File: config.mk
export PLATFORM = sky130hd
export DESIGN_NAME = pci_addr_seq
export DESIGN_NICKNAME = d
export VERILOG_FILES = /design/src/rtl/pci_addr_seq.sv
export SDC_FILE = /design/constraint.sdc
export NUM_CORES = 1
export LEC_CHECK = 0
export BUFFER_PORTS_ARGS = -buffer_cell sky130_fd_sc_hd__buf_2
export CAP_MARGIN = 25
export CORE_AREA = 4 4 118 86
export DETAILED_ROUTE_END_ITERATION = 16
export DIE_AREA = 0 0 122 90
export PLACE_DENSITY = 0.68
export SYNTH_ARGS = -nofsm -noshare
export SYNTH_HDL_FRONTEND = slang
export SYNTH_SLANG_ARGS = --single-unit
File: constraint.sdc
create_clock -name clk -period 3.3 [get_ports clk]
set_clock_uncertainty 0.05 [all_clocks]
set_input_delay 0.495 -clock clk [delete_from_list [all_inputs] [get_ports clk]]
set_output_delay 0.495 -clock clk [all_outputs]
set_load 0.02 [all_outputs]
File: src/rtl/pci_addr_seq.sv
module pci_addr_seq #(
  parameter bit BUS64 = 1'b1
) (
  input  logic        clk,
  input  logic        rst_n,
  input  logic        loc_req_n,
  input  logic [63:0] loc_addr,
  input  logic [3:0]  loc_cmd,
  input  logic        gnt_n,
  input  logic        frame_in_n,
  input  logic        irdy_in_n,
  output logic        req_n,
  output logic        frame_n,
  output logic [63:0] ad_out,
  output logic        ad_lo_oe,
  output logic        ad_hi_oe,
  output logic [7:0]  cbe_out,
  output logic        cbe_lo_oe,
  output logic        cbe_hi_oe,
  output logic        addr_done
);
  localparam logic [3:0] DUAL_CMD = 4'b1101;

  typedef enum logic [1:0] {S_IDLE, S_REQ, S_PH1, S_PH2} st_t;
  st_t st;

  logic [31:0] lo_q, hi_q;
  logic [3:0]  cmd_q;
  logic        dual_q;

  wire bus_idle = frame_in_n & irdy_in_n;
  wire in_ph1   = (st == S_PH1);
  wire in_ph2   = (st == S_PH2);
  wire hi_lane  = in_ph1 & dual_q;

  always_ff @(posedge clk or negedge rst_n) begin
    if (!rst_n) begin
      st     <= S_IDLE;
      lo_q   <= '0;
      hi_q   <= '0;
      cmd_q  <= '0;
      dual_q <= 1'b0;
    end else begin
      case (st)
        S_IDLE: if (!loc_req_n) begin
          st     <= S_REQ;
          lo_q   <= loc_addr[31:0];
          hi_q   <= loc_addr[63:32];
          cmd_q  <= loc_cmd;
          dual_q <= BUS64 && (loc_addr[63:32] != 32'd0);
        end
        S_REQ:   if (!gnt_n && bus_idle) st <= S_PH1;
        S_PH1:   st <= dual_q ? S_PH2 : S_IDLE;
        default: st <= S_IDLE;
      endcase
    end
  end

  assign req_n     = (st != S_REQ);
  assign frame_n   = ~(in_ph1 | in_ph2);
  assign ad_lo_oe  = in_ph1 | in_ph2;
  assign cbe_lo_oe = in_ph1 | in_ph2;
  assign ad_hi_oe  = hi_lane;
  assign cbe_hi_oe = hi_lane;
  assign addr_done = (in_ph1 & ~dual_q) | in_ph2;

  assign ad_out[31:0]  = in_ph2 ? hi_q : (in_ph1 ? lo_q : 32'd0);
  assign ad_out[63:32] = hi_lane ? hi_q : 32'd0;
  assign cbe_out[3:0]  = hi_lane ? DUAL_CMD : ((in_ph1 | in_ph2) ? cmd_q : 4'd0);
  assign cbe_out[7:4]  = hi_lane ? cmd_q : 4'd0;


  start_gate_chk: assert property (@(posedge clk) disable iff (!rst_n)
    $fell(frame_n) |-> $past(!gnt_n && frame_in_n && irdy_in_n));


  gnt_loss_chk: assert property (@(posedge clk) disable iff (!rst_n)
    (!req_n && gnt_n) |=> (frame_n && !req_n));


  req_release_chk: assert property (@(posedge clk) disable iff (!rst_n)
    !frame_n |-> req_n);


  done_release_chk: assert property (@(posedge clk) disable iff (!rst_n)
    addr_done |=> (frame_n && !ad_lo_oe && !cbe_lo_oe));


  dual_first_chk: assert property (@(posedge clk) disable iff (!rst_n)
    ad_hi_oe |-> (!frame_n && cbe_hi_oe && cbe_out[3:0] == DUAL_CMD && !addr_done));


  dual_second_chk: assert property (@(posedge clk) disable iff (!rst_n)
    ad_hi_oe |=> (!frame_n && addr_done && ad_out[31:0] == $past(ad_out[63:32])
                  && cbe_out[3:0] == $past(cbe_out[7:4])));

  generate
    if (!BUS64) begin : g_narrow

      narrow_lanes_chk: assert property (@(posedge clk) disable iff (!rst_n)
        !(ad_hi_oe || cbe_hi_oe));
    end
  endgenerate
endmodule

==> results of run 1 <==
[through the flow]
step           setup slack [ns]  hold slack [ns]  utilization (%)  cell area, um2  instances
2_1_floorplan              1.32            0.149                -            3540        291
3_3_place_gp               1.04            0.417             48.5            4350        551
3_5_place_dp               1.01            0.424             48.5            4350        551
4_1_cts                   0.656            0.285             51.8            4650        567
5_1_grt                   0.532            0.317             51.8            4650        567
6_report                  0.713            0.248             51.8            4650        567
[state kept, by name (all words and copies together), names as in the netlist]
name,count
hi_q,32
st,2
lo_q,32
dual_q,1
cmd_q,4
[cell usage in the layout (no fill, tap or decap), drive strengths merged, types with 2 or more instances in the layout]
cell type,instances
and2,37
and4,2
buf,158
clkbuf,10
clkinv,3
clkinvlp,2
dfrtp,71
mux2,68
mux2i,32
nand2,2
nor2,42
nor4,8
[cell usage after synthesis, types with 2 or more instances]
| cell type | instances | area (um2) |
|---|---|---|
| nor4_1 | 8 | 50.1 |
| nand2_1 | 2 | 7.51 |
| and4_1 | 2 | 17.5 |
| buf_2 | 4 | 20.0 |
| mux2i_1 | 32 | 320 |
| buf_6 | 8 | 90.1 |
| buf_4 | 2 | 15.0 |
| and2_1 | 37 | 231 |
| dfrtp_1 | 71 | 1780 |
| clkbuf_1 | 8 | 30.0 |
| mux2_2 | 62 | 698 |
| nor2_1 | 42 | 158 |
| mux2_1 | 6 | 67.6 |
[layout make-up]
type	count	share of cell area (%)
multi-input cells	197	34.5
flip-flops and latches	71	38.3
well taps	124	3.34
clock buffers	10	5.14
inverters	1	0.0808
repair buffers	158	17.4
clock inverters	6	1.29
[cells by family (layout without fill, tap and decap cells)]
| group | count (synthesis) | in the layout | share of synthesized area (%) |
|---|---|---|---|
| flops | 71 | 71 | 50.2 |
| buf+inv | 23 | 175 | 4.49 |
| compound gates | 3 | 3 | 0.566 |
| mux | 100 | 100 | 30.7 |
| simple gates | 94 | 94 | 14.0 |
[routing by layer]
metal / global-route usage, % / vias to the layer above
met2: 25.1 / 98
met5: 0 / -
met1: 23.4 / 1299
met4: 3.73 / 0
li1: - / 1299
met3: 5.27 / 9
[power by group through the flow]
stage / logic, W / clock network, W / registers, W
finish: 0.00149 / 0.000952 / 0.00165
floorplan: 0.00128 / 0 / 0.00150
global placement: 0.00148 / 0 / 0.00165
global route: 0.00164 / 0.00102 / 0.00172
CTS: 0.00152 / 0.000978 / 0.00166
detailed placement: 0.00152 / 0 / 0.00167
[worst paths after layout]
check                            start         to  cells after the start
hold reg to reg                lo_q[4]    lo_q[4]                      1
max in group asynchronous        rst_n      st[0]                      1
min in group clk           loc_addr[2]    lo_q[2]                      2
setup reg to reg                 st[0]   hi_q[23]                      3
setup / recovery                 st[1]  ad_out[6]                      4
hold / removal                   rst_n   cmd_q[0]                      1
[worst max-delay path: cells and delay by family, from the launching register on]
kind	cells	cell delay, ns
AND/OR/NAND/NOR	1	0.10
buffers and inverters	3	1.17
flip-flops	1	0.46
==> results.yml, run 1 <==
run_status:
  status: "complete, no violations"
clock_network:
  cts.sinks: 71
  clk_path_buf_depth: 2
  hold_buffers: 0
  path_clk_slew_ns: 0.06
  h-tree-depth: 3
  cts_tree: "done"
  cts_setup_buffers: 0
  cts_buffers: 9
  ctsResizeCount: 0
  clock_latency_ns: 0.32
  clock-root-buffer: "clkbuf_16"
drt:
  top_layer_used: "met4"
  viasPerCell: 4.77
  firstDrtPassIters: 3
  wirelength_um: 8990
  wl_met3_um: 717
  vias: 2705
  wl_met2_um: 3930
  ant_nets: 0
  drc: 0
  drt-met1-wl_um: 4270
  drt_iter0_drc: 82
  wl_per_cell_um: 15.9
power:
  intPower_w: 0.00270
  vdd_ir_drop_max_v: 0.000393
  p_total_w: 0.00410
  p_leak_nw: 2.41
  p_seq_share_pct: 40.3
  powerDensity_nw_per_um2: 882
  p_sw_share_pct: 34.1
  clkPwrFrac_pct: 23.2
  combPwrFrac_pct: 36.5
  p_switching_w: 0.00139
floorplan:
  die_area_um2: 11000
  io-pin-count: 153
  core_um2: 8960
  die_w_um: 122
  dieHeight_um: 90
  start_util_pct: 39.5
  std_cell_rows: 29
grt:
  grt_pass1_wl_um: 14600
  track_usage_pct: 16.6
  overflow: 0
  grt_pass1_vias: 2895
  antenna_found_initial: 0
  grt_start_max_net_pins: 72
synthesis:
  yosysWarningCount: 0
  ys_ff_latch: 71
  synth_seq_area_share_pct: 50.2
  postSynthAreaPerCell_um2: 12.2
  synth_fp_nets: 365
  syn-cell-area_um2: 3540
  synth_ff_type: "dfrtp_1"
  synth_edf_count: 0
  synthesis.instances: 291
  ys_types: 20
  synth-async-reset-ratio_pct: 100
sta:
  post-route-period-util_pct: 78.4
  final_hold_viol_count: 0
  setup_tns_ns: 0
  drv_slew: 0
  timing.slew.headroom_pct: 40.6
  final-setup-viol-count: 0
  worst_pin_slew_ns: 0.891
  fmax_mhz: 386
  grt_setup_unrepaired: "no"
  period_needed_ns: 2.59
run:
  max_cap_violations: 0
finish:
  final_nets: 512
  area_growth_pct: 31.3
  ff_latch_area_um2: 1780
  fill_cells: 815
  multi_input_area_um2: 1600
  antenna_cells: 0
  drive_gt1_share_pct: 54.0
critical_path:
  critical_path_class: "flop to output port"
  worstSetupEndpointType: "output port"
  critPathSlowestCell: "inv_1"
  critPathLaunchType: "flop"
  critPathMaxStageDelay_ns: 0.62
  required_ns: 2.75
  crit_fanout: 23
  path_cells: "inv_1 > buf_4 > nor2_1 > buf_2"
  critPathArrivalTime_ns: 2.04
  reg2reg_setup_slack_ns: 1.29
hold_path:
  hold_class: "primary input to async pin"
place:
  io_buffers: 152
  place.gp.congestion: 0.762
  dp_hpwl_um: 6610
Note: power is estimated with default switching activity, not from simulation.
==> inputs of run 2 (changes only) <==
==> config.mk (replaced) <==
export PLATFORM = sky130hd
export DESIGN_NAME = pci_addr_seq
export DESIGN_NICKNAME = d
export VERILOG_FILES = /design/src/rtl/pci_addr_seq.sv
export SDC_FILE = /design/constraint.sdc
export NUM_CORES = 1
export LEC_CHECK = 0
export ABC_AREA = 1
export BUFFER_PORTS_ARGS = -buffer_cell sky130_fd_sc_hd__buf_2
export CAP_MARGIN = 25
export CORE_AREA = 4 4 116 85
export DETAILED_ROUTE_END_ITERATION = 16
export DIE_AREA = 0 0 120 89
export PLACE_DENSITY = 0.71
export SYNTH_ARGS = -nofsm -noshare
export SYNTH_HDL_FRONTEND = slang
export SYNTH_SLANG_ARGS = --single-unit
==> constraint.sdc (replaced) <==
create_clock -name clk -period 2.35 [get_ports clk]
set_clock_uncertainty 0.05 [all_clocks]
set_input_delay 0.3525 -clock clk [delete_from_list [all_inputs] [get_ports clk]]
set_output_delay 0.3525 -clock clk [all_outputs]
set_load 0.02 [all_outputs]
==> results.yml, run 2 <==
sta:
  grt_setup_unrepaired: "no"
  final-setup-viol-count: 0
  setup_tns_ns: 0
  drv_slew: 0
  fmax_mhz: 459
  worst_pin_slew_ns: 0.515
  period_needed_ns: 2.18
  post-route-period-util_pct: 92.7
  final_hold_viol_count: 0
  fin_ws_ns: 0.172
  timing.slew.headroom_pct: 65.6
drt:
  firstDrtPassIters: 4
  drt_iter0_drc: 266
  wl_per_cell_um: 13.5
  wirelength_um: 9910
  drc: 0
  vias: 3361
  viasPerCell: 4.57
  ant_nets: 0
finish:
  mostFrequentLayoutCell: "nand2_1"
  final_nets: 680
  drive_gt1_share_pct: 30.0
  antenna_cells: 0
  most-common-layout-cells: "170 x nand2_1, 151 x buf_2, 70 x dfrtp_1"
  largestRegisters: "hi_q (32), lo_q (32), cmd_q (4)"
  area_growth_pct: 36.0
synthesis:
  synth_top_area_share_pct: 52.2
  ys_types: 16
  yosys.area.top_type: "dfrtp_1"
  yosysWarningCount: 0
  synth_ff_type: "dfrtp_1"
  postSynthAreaPerCell_um2: 7.37
  synthesis.instances: 462
  synthTopCellsByCount: "170 x nand2_1, 71 x dfrtp_1, 69 x o21ai_0, 57 x nor2_1, 49 x inv_1"
  synth.most_common_cell: "nand2_1"
  synth_seq_area_share_pct: 52.2
  ys_ff_latch: 71
  synth_fp_nets: 536
  synth_area_leaders: "dfrtp_1 52%, nand2_1 19%, o21ai_0 10%"
  synth_edf_count: 0
  synth-async-reset-ratio_pct: 100
  syn-cell-area_um2: 3400
hold_path:
  min_to: "lo_q[17]"
  min_from: "loc_addr[17]"
  hold_class: "primary input to flop"
  worstHoldPathCells: 3
place:
  io_buffers: 152
  place.gp.congestion: 0.848
  dp_hpwl_um: 7000
  post-place-ws_ns: 0.508
power:
  p_total_w: 0.00533
  powerDensity_nw_per_um2: 1150
  vdd_ir_drop_max_v: 0.000405
  p_leak_nw: 2.61
floorplan:
  die_area_um2: 10700
  core_um2: 8820
  start_util_pct: 38.6
  dieHeight_um: 89
  io-pin-count: 153
  std_cell_rows: 29
  die_w_um: 120
critical_path:
  worstSetupEndpointType: "output port"
  required_ns: 1.95
  r2r_cells: 6
  r2r-end: "hi_q[3]"
  reg2reg_setup_slack_ns: 0.82
  critPathArrivalTime_ns: 1.78
  crit_fanout: 24
  critPathLaunchType: "flop"
  critical_path_class: "flop to output port"
  r2r_start: "st[0]"
clock_network:
  cts_tree: "done"
  clk_path_buf_depth: 2
  clock_latency_ns: 0.32
  cts_setup_buffers: 0
  cts.sinks: 71
  h-tree-depth: 3
  cts_buffers: 9
  clock-root-buffer: "clkbuf_16"
  path_clk_slew_ns: 0.06
grt:
  antenna_found_initial: 0
  grt_start_max_net_pins: 72
  grt_pass1_wl_um: 15500
  track_usage_pct: 18.4
  overflow: 0
  grt_pass1_vias: 3261
run:
  max_cap_violations: 0
run_status:
  status: "complete, no violations"
## run 2: cell count changes after synthesis, sizes merged, moves of 2 or more
cell	before	now
o21ai	1	71
clkbuf	8	12
nand3	0	6
and4	2	0
nor4	8	0
mux2	68	0
nor2	42	59
mux2i	32	0
and2	37	0
inv	1	53
nand2	2	171
a21oi	0	2
## run 2: worst max-delay path by stage
stage | from | end | cells after the start
CTS | st[1] | ad_out[53] | 8
global placement | st[1] | ad_out[49] | 8
global route | st[1] | ad_out[54] | 8
detailed placement | st[1] | cbe_out[6] | 8
finish | st[1] | ad_out[59] | 8
floorplan | st[1] | ad_out[57] | 7
## run 2: cell type report
cell class,count,area [um2]
flip-flops and latches,71,1780
clock buffers,11,253
inverters,53,199
repair buffers,160,876
clock inverters,5,80.1
well taps,124,155
fillers,855,4190
multi-input cells,311,1290
## run 2: power by group
part	leakage, nW	internal [W]	switching (W)
combinational	1.58	0.000570	0.00121
clock	0.158	0.000985	0.000515
sequential	0.872	0.00179	0.000253
total	2.61	0.00335	0.00198
## run 2: repair_timing
item,CTS,global route
endpoints found under the setup margin,0,3
endpoints found under the hold margin,19,0
hold buffers,1,0
resized for setup,0,1
## run 2: worst max-delay path, cell delays in order, from the launching register on
cell and delay [ns]:
dfrtp_2 0.44, inv_2 0.14, nor2_4 0.05, inv_2 0.06, nor2_4 0.04, inv_2 0.27, buf_12 0.23, nor2_1 0.06
buf_2 0.15
## run 2: logic make-up after synthesis
kind of cell	count (synthesis)	share of synthesized area (%)
compound gates	73	10.7
simple gates	238	27.1
flops	71	52.2
buf+inv	80	9.96
## run 2: routing by layer
layer	wire, um	vias up	global-route usage [%]
li1	-	1685	-
met1	4550	1515	24.2
met2	4400	154	30.0
met3	874	7	6.01
met4	89	0	4.26
met5	0	-	0
## run 2: metrics by stage
step / util (%) / hold slack (ns) / instances / area (um2)
6_report: 52.5 / 0.166 / 735 / 4630
5_1_grt: 52.5 / 0.168 / 735 / 4630
4_1_cts: 52.5 / 0.162 / 735 / 4630
3_5_place_dp: 48.6 / 0.344 / 718 / 4290
3_3_place_gp: 48.6 / 0.343 / 718 / 4290
2_1_floorplan: - / 0.00691 / 462 / 3400
==> inputs of run 3 (changes only) <==
--- a/config.mk
+++ b/config.mk
@@ -8,10 +8,10 @@
 export ABC_AREA = 1
 export BUFFER_PORTS_ARGS = -buffer_cell sky130_fd_sc_hd__buf_2
 export CAP_MARGIN = 25
-export CORE_AREA = 4 4 116 85
+export CORE_AREA = 4 4 123 90
 export DETAILED_ROUTE_END_ITERATION = 16
-export DIE_AREA = 0 0 120 89
-export PLACE_DENSITY = 0.71
+export DIE_AREA = 0 0 127 94
+export PLACE_DENSITY = 0.64
 export SYNTH_ARGS = -nofsm -noshare
 export SYNTH_HDL_FRONTEND = slang
 export SYNTH_SLANG_ARGS = --single-unit
==> results.yml, run 3 (synthesis gave the netlist of run 2 again) <==
drt:
  vias: 3321
  viasPerCell: 4.48
  ant_nets: 0
  firstDrtPassIters: 4
  drc: 0
  drt_iter0_drc: 173
  wirelength_um: 9770
  wl_per_cell_um: 13.2
grt:
  grt_pass1_vias: 3241
  grt_pass1_wl_um: 16200
  antenna_found_initial: 0
  overflow: 0
  grt_start_max_net_pins: 77
  track_usage_pct: 17.0
critical_path:
  r2r-end: "hi_q[2]"
  critical_path_class: "flop to output port"
  reg2reg_setup_slack_ns: 0.83
  crit_fanout: 29
  critPathArrivalTime_ns: 1.76
  r2r_cells: 5
  worstSetupEndpointType: "output port"
  r2r_start: "st[0]"
  critPathLaunchType: "flop"
  required_ns: 1.95
hold_path:
  worstHoldPathCells: 3
  min_to: "lo_q[28]"
  hold_class: "primary input to flop"
  min_from: "loc_addr[28]"
finish:
  multi_input_area_um2: 1290
  antenna_cells: 0
  largestRegisters: "hi_q (32), lo_q (32), cmd_q (4)"
  ff_latch_area_um2: 1780
  fill_cells: 1033
  area_growth_pct: 35.2
  final_nets: 680
  final_cell_area_um2: 4600
  most-common-layout-cells: "169 x nand2_1, 151 x buf_2, 71 x dfrtp_1"
  mostFrequentLayoutCell: "nand2_1"
  drive_gt1_share_pct: 29.8
sta:
  worst_pin_slew_ns: 0.347
  final-setup-viol-count: 0
  final_hold_viol_count: 0
  setup_tns_ns: 0
  fmax_mhz: 463
  post-route-period-util_pct: 91.9
  whs_ns: 0.172
  fin_ws_ns: 0.190
  grt_setup_unrepaired: "no"
  drv_slew: 0
  period_needed_ns: 2.16
  timing.slew.headroom_pct: 76.9
floorplan:
  die_w_um: 127
  dieHeight_um: 94
  std_cell_rows: 31
  start_util_pct: 34.0
  die_area_um2: 11900
  io-pin-count: 153
  core_um2: 10000
power:
  vdd_ir_drop_max_v: 0.000431
  p_leak_nw: 2.60
  powerDensity_nw_per_um2: 1120
  p_total_w: 0.00515
run:
  max_cap_violations: 0
clock_network:
  cts.sinks: 71
  cts_tree: "done"
  clock-root-buffer: "clkbuf_16"
  clk_path_buf_depth: 2
  h-tree-depth: 3
  cts_buffers: 9
  path_clk_slew_ns: 0.05
  cts_setup_buffers: 0
  clock_latency_ns: 0.32
place:
  dpl_cell_area_um2: 4260
  dp_hpwl_um: 6950
  io_buffers: 152
  place.gp.congestion: 0.898
  post-place-ws_ns: 0.489
run_status:
  status: "complete, no violations"
==> run 3: final cells by class <==
cell class,count,area share [%]
sequential,71,38.6
clock inverter,4,0.978
clock buffer,11,5.49
inverter,53,4.32
multi-input combinational,311,28.0
tap,132,3.59
timing repair buffer,160,19.0
==> run 3: where the power goes <==
| part | leakage, nW | internal [W] | total, W | switching, W |
|---|---|---|---|---|
| sequential | 0.873 | 0.00179 | 0.00205 | 0.000257 |
| clock | 0.151 | 0.000867 | 0.00135 | 0.000482 |
| combinational | 1.58 | 0.000562 | 0.00175 | 0.00119 |
==> run 3: what timing repair did <==
item | 4_1_cts | 5_1_grt
hold buffers | 0 | 1
resized for setup | 0 | 2
endpoints found under the hold margin | 0 | 1
endpoints found under the setup margin | 0 | 5
==> run 3: metrics by stage <==
step | cells | utilization, %
2_1_floorplan | 462 | -
3_3_place_gp | 725 | 42.6
3_5_place_dp | 725 | 42.6
4_1_cts | 740 | 45.6
5_1_grt | 742 | 46.0
6_report | 742 | 46.0
==> run 3: critical path: stages (launching register included) <==
cell     delay, ns
dfrtp_1       0.43
inv_2         0.11
nor2_4        0.11
inv_2         0.05
nor2_4        0.11
inv_2         0.14
buf_12        0.20
nor2_1        0.10
buf_2         0.17
==> run 3: worst max path at each step <==
stage,slack [ns],cells after the start,endpoint,from
after CTS,0.14,4,ad_out[25],st[0]
after global routing,0.02,8,ad_out[60],st[1]
after global placement,0.53,6,ad_out[7],st[1]
final,0.19,8,ad_out[58],st[1]
after detailed placement,0.49,4,ad_out[25],st[1]
after floorplan,0.56,7,ad_out[57],st[1]
==> run 3: layer usage <==
metal  up-vias  wire length, um  track usage (%)
met5         -                0                0
met4         0              129             4.91
met3        11              811             5.45
met2       133             4220             24.5
met1      1493             4620             24.5
li1       1684                -                -
